$ cat src/rtl/accum_core.sv
module accum_core #(
  parameter logic [127:0] GPR_INIT = '0
) (
  input  logic        clk,
  input  logic        rst,
  output logic [15:0] mem_addr,
  output logic [15:0] mem_wdata,
  input  logic [15:0] mem_rdata,
  output logic        mem_we,
  output logic [3:0]  flags,
  output logic        halted
);
  localparam logic [4:0] S_FHA = 5'd0,  S_FHW = 5'd1,  S_FHD = 5'd2,  S_FHI = 5'd3,
                         S_FLW = 5'd4,  S_FLD = 5'd5,  S_FLI = 5'd6,  S_DEC = 5'd7,
                         S_INW = 5'd8,  S_IND = 5'd9,  S_INA = 5'd10, S_MA  = 5'd11,
                         S_MW  = 5'd12, S_MD  = 5'd13, S_EX  = 5'd14, S_ST  = 5'd15,
                         S_HLT = 5'd16;
  localparam logic [11:0] OP_HALT = 12'd0, OP_ADD = 12'd1, OP_LOAD = 12'd2, OP_STORE = 12'd3;

  logic [4:0]  state;
  logic [15:0] pc, ac, mar, dr;
  logic [31:0] ir;
  logic [15:0] gpr [8];

  wire [11:0] op    = ir[31:20];
  wire        mode  = ir[19];
  wire [2:0]  rsel  = ir[18:16];
  wire [15:0] maddr = ir[15:0];
  wire [16:0] sum   = {1'b0, ac} + {1'b0, dr};
  wire        add_done = (state == S_EX) && (op == OP_ADD);

  assign mem_addr  = mar;
  assign mem_wdata = ac;
  assign mem_we    = (state == S_ST);
  assign halted    = (state == S_HLT);

  always_ff @(posedge clk) begin
    if (rst) begin
      state <= S_FHA;
      pc    <= '0;
      ac    <= '0;
      mar   <= '0;
      dr    <= '0;
      ir    <= '0;
      flags <= '0;
      for (int i = 0; i < 8; i++) gpr[i] <= GPR_INIT[i*16 +: 16];
    end else begin
      case (state)
        S_FHA: begin mar <= pc; state <= S_FHW; end
        S_FHW: begin pc <= pc + 16'd1; state <= S_FHD; end
        S_FHD: begin dr <= mem_rdata; state <= S_FHI; end
        S_FHI: begin ir[31:16] <= dr; mar <= pc; state <= S_FLW; end
        S_FLW: begin pc <= pc + 16'd1; state <= S_FLD; end
        S_FLD: begin dr <= mem_rdata; state <= S_FLI; end
        S_FLI: begin ir[15:0] <= dr; state <= S_DEC; end
        S_DEC: begin
          case (op)
            OP_HALT: state <= S_HLT;
            OP_ADD:
              if (mode) begin ac <= gpr[rsel]; state <= S_MA; end
              else begin mar <= gpr[rsel]; state <= S_INW; end
            OP_LOAD: state <= S_MA;
            OP_STORE: begin mar <= maddr; state <= S_ST; end
            default: state <= S_FHA;
          endcase
        end
        S_INW: state <= S_IND;
        S_IND: begin dr <= mem_rdata; state <= S_INA; end
        S_INA: begin ac <= dr; state <= S_MA; end
        S_MA:  begin mar <= maddr; state <= S_MW; end
        S_MW:  state <= S_MD;
        S_MD:  begin dr <= mem_rdata; state <= S_EX; end
        S_EX: begin
          if (add_done) begin
            ac    <= sum[15:0];
            flags <= {(ac[15] == dr[15]) && (sum[15] != ac[15]), sum[15], sum[16], sum[15:0] == 16'd0};
          end else begin
            ac <= dr;
          end
          state <= S_FHA;
        end
        S_ST:  state <= S_FHA;
        S_HLT: state <= S_HLT;
        default: state <= S_FHA;
      endcase
    end
  end
endmodule

$ cat config.mk
export PLATFORM = sky130hd
export DESIGN_NAME = accum_core
export DESIGN_NICKNAME = d
export VERILOG_FILES = /design/src/rtl/accum_core.sv
export SDC_FILE = /design/constraint.sdc
export NUM_CORES = 1
export LEC_CHECK = 0
export BUFFER_PORTS_ARGS = -buffer_cell sky130_fd_sc_hd__buf_2
export CAP_MARGIN = 5
export CORE_UTILIZATION = 54
export CTS_BUF_LIST = sky130_fd_sc_hd__clkbuf_8
export DETAILED_ROUTE_END_ITERATION = 12
export PLACE_DENSITY = 0.79
export SYNTH_ARGS = -nofsm -noshare
export SYNTH_HDL_FRONTEND = slang
export SYNTH_SLANG_ARGS = --single-unit
$ cat constraint.sdc
create_clock -name clk -period 3.6 [get_ports clk]
set_clock_uncertainty 0.2 [all_clocks]
set_input_delay 0.18 -clock clk [delete_from_list [all_inputs] [get_ports clk]]
set_output_delay 0.18 -clock clk [all_outputs]
set_load 0.03 [all_outputs]
==> results.toml <==
[timing]
fin_crit_sh_pct = 93.46
timing.setup.tns_ns = 0
rsz0062_at_grt = "false"
timing.final.max_slew_violations = 0
setup_violations = 0
max_freq_mhz = 297.2
worstMarginPinSlew_ns = 1.229
setup_ws_ns = 0.2353
final.min_clock_period_ns = 3.365
hold_violations = 0
hold_ws_ns = 0.2461
slew_headroom_pct = 17.78

[route]
drc_errors = 0
vias_per_cell = 5.981
wl_per_cell_um = 16.20
drt-initial-drc-count = 440
antenna_left = 0
routed-via-count = 4611
routed_wl_um = 12490
first_pass_iters = 7

[worst_setup_path]
cp-end-kind = "register"
arrival_ns = 3.46
reg2reg_from = "mem_wdata[0]$_SDFFE_PP0P_"
cp.required_ns = 3.69
slowest_delay_ns = 0.57
startpoint_type = "register"
crit_path_start = "mem_wdata[0]$_SDFFE_PP0P_"
critical_path.cell_chain = "ha_1 -> inv_1 -> fa_1 -> nand2b_1 -> a21o_1 -> a2111oi_0 -> nor3_1 -> xnor2_1 -> a211o_1 -> or4_1 -> o21ai_1"
worstPathMaxFanout = 4
cp_top_family = "compound AO/OA/AOI/OAI gates"
critPathBufInv = 1
crit_type = "reg2reg"
slowest_stage = "a2111oi_0"

[pwr]
p_leak_nw = 2.239
internal_power_mw = 1.773
seqPwrFrac_pct = 49.9
switching_share_pct = 29.18
clkPwrFrac_pct = 32.5
p_sw_mw = 0.7307
power.total_mw = 2.504
max-vdd-ir-drop_uv = 226.2
p_comb_share_pct = 17.6
power.density_nw_per_um2 = 443.0

[clock_network]
cts_buffers = 9
root_buffer = "clkbuf_8"
worst_setup_hold_path_clk_slew_ns = 0.09
clkSinkCount = 102
cts_tree = "yes"
htree_levels = 3
clk_latency_ns = 0.36
clockBufferDepth = 2

[placed_design]
place_area_um2 = 5255
place_ws_ns = 0.2203
placed_cells = 739
numPortBuffers = 55
globalplace.congestion = 0.9459
dp_hpwl_um = 8623

[yosys]
synth_warnings = 0
synth_edf_count = 0
synth_async_sr_flop_share_pct = 0
synth-seq-cells = 102
syn_area_um2 = 4885
ys_seq_area_share_pct = 41.80
syn_area_per_cell_um2 = 8.168
synthCells = 598
synth_nets = 634
ys_types = 53
ys.flop_type = "dfxtp_1"

[floorplanning]
die_w_um = 97.11
start_util_pct = 56.01
die_area_um2 = 9430
io_pins = 56
coreArea_um2 = 8721
die_h_um = 97.11
placementRows = 34

[grt]
grt-ovfl-total = 0
grt_pass1_vias = 4369
grt_max_degree = 99
grt_pass1_wl_um = 20210
grt_usage_pct = 26.25
antenna_found_initial = 0

[final_layout]
area_growth_syn_to_layout_pct = 15.70
fin_cells = 771
nNetsFinal = 694
post-route-util_pct = 64.81
final_area_um2 = 5652
nFillCells = 741
diodes = 0
drive_gt1_share_pct = 14.03

[hold_path]
worstHoldStart = "rst"
hold_path.class = "in2reg"

[flow_run]
maxCapViolCount = 0

[run_status]
outcome = "completed"
[worst paths after layout]
check	to	slack, ns	cells after the start
max reg2reg	flags[0]$_SDFFE_PP0P_	0.24	11
min reg2reg	ir[29]$_SDFFE_PP0P_	0.26	2
max	flags[0]$_SDFFE_PP0P_	0.24	11
min	flags[0]$_SDFFE_PP0P_	0.25	8
[state kept, by name (all words and copies together) (netlist names)]
| name | count |
|---|---|
| dr | 16 |
| flags | 4 |
| ir | 29 |
| mem_addr | 16 |
| mem_wdata | 16 |
| pc | 16 |
| state | 5 |
[cell type report]
| type | instances | area [µm²] | share of cell area, % |
|---|---|---|---|
| Clock inverter | 6 | 91.34 | 1.616 |
| Inverter | 9 | 33.78 | 0.5977 |
| Clock buffer | 10 | 137.6 | 2.435 |
| Sequential cell | 102 | 2043 | 36.15 |
| Tap cell | 108 | 135.1 | 2.391 |
| Multi-Input combinational cell | 455 | 2700 | 47.78 |
| Timing Repair Buffer | 81 | 510.5 | 9.033 |
[cell usage after synthesis (all sizes together) (8+ instances only)]
| library cell | number | area (µm²) |
|---|---|---|
| a21oi | 72 | 360.4 |
| a221oi | 18 | 157.7 |
| a22oi | 13 | 97.59 |
| clkbuf | 26 | 97.59 |
| dfxtp | 102 | 2042 |
| ha | 17 | 212.7 |
| inv | 9 | 33.78 |
| mux2i | 16 | 160.2 |
| nand2 | 98 | 367.9 |
| nand3 | 9 | 45.04 |
| nor2 | 74 | 277.8 |
| nor3 | 26 | 130.1 |
| nor4 | 8 | 86.33 |
| o21ai | 11 | 55.05 |
| xnor2 | 9 | 78.83 |
| xor2 | 16 | 140.1 |
[cells by family (layout without fill, tap and decap cells)]
group	after synthesis	in the layout	share of synthesized area (%)
adders and majority gates	18	18	4.764
AOI/OAI and AO/OA	141	141	18.11
xor gates and xnor gates	25	25	4.483
muxes	16	16	3.279
and+or+nand+nor	255	255	24.31
buffers and inverters	41	106	3.253
DFF	102	102	41.80
[cells in the final DEF (no fill, tap or decap), types with 6 or more instances in the layout]
master / instances
nor3_1: 26
xnor2_1: 9
nor2_1: 74
a221oi_1: 18
dfxtp_1: 101
or3_1: 6
clkbuf_8: 10
nand2_1: 98
o21ai_0: 8
inv_1: 9
buf_4: 10
mux2i_1: 16
nand3_1: 9
a22oi_1: 13
dlygate4sd3_1: 16
ha_1: 17
xor2_1: 16
a21oi_1: 71
buf_2: 55
[layer usage]
metal / up-vias / wire, µm / part of all wire, % / global-route usage, %
li1: 2222 / - / - / -
met1: 2185 / 5262 / 42 / 32.25
met2: 176 / 6131 / 49 / 45.77
met3: 28 / 798 / 6.4 / 5.180
met4: 0 / 299 / 2.4 / 8.955
met5: - / 0 / 0 / 0
[power by group through the flow]
| stage | registers, mW | clock network [mW] | logic [mW] |
|---|---|---|---|
| global route | 1.26 | 0.872 | 0.486 |
| finish | 1.25 | 0.814 | 0.442 |
| detailed placement | 1.27 | 0 | 0.426 |
| floorplan | 1.32 | 0 | 0.262 |
| global placement | 1.27 | 0 | 0.414 |
| CTS | 1.25 | 0.831 | 0.441 |
[timing repair]
item	CTS	global route
hold buffers	16	0
setup endpoints to repair	0	1
buffers inserted	0	0
gates resized for setup	0	3
hold endpoints to repair	16	0
[worst register-to-register path, cell delays in order (launching register included)]
cell and delay (ns):
dfxtp_1 0.37, ha_1 0.20, inv_1 0.06, fa_1 0.39, nand2b_1 0.21, a21o_1 0.24
a2111oi_0 0.57, nor3_1 0.13, xnor2_1 0.18, a211o_1 0.23, or4_1 0.40, o21ai_1 0.13
Note: power is estimated with default switching activity, not from simulation.
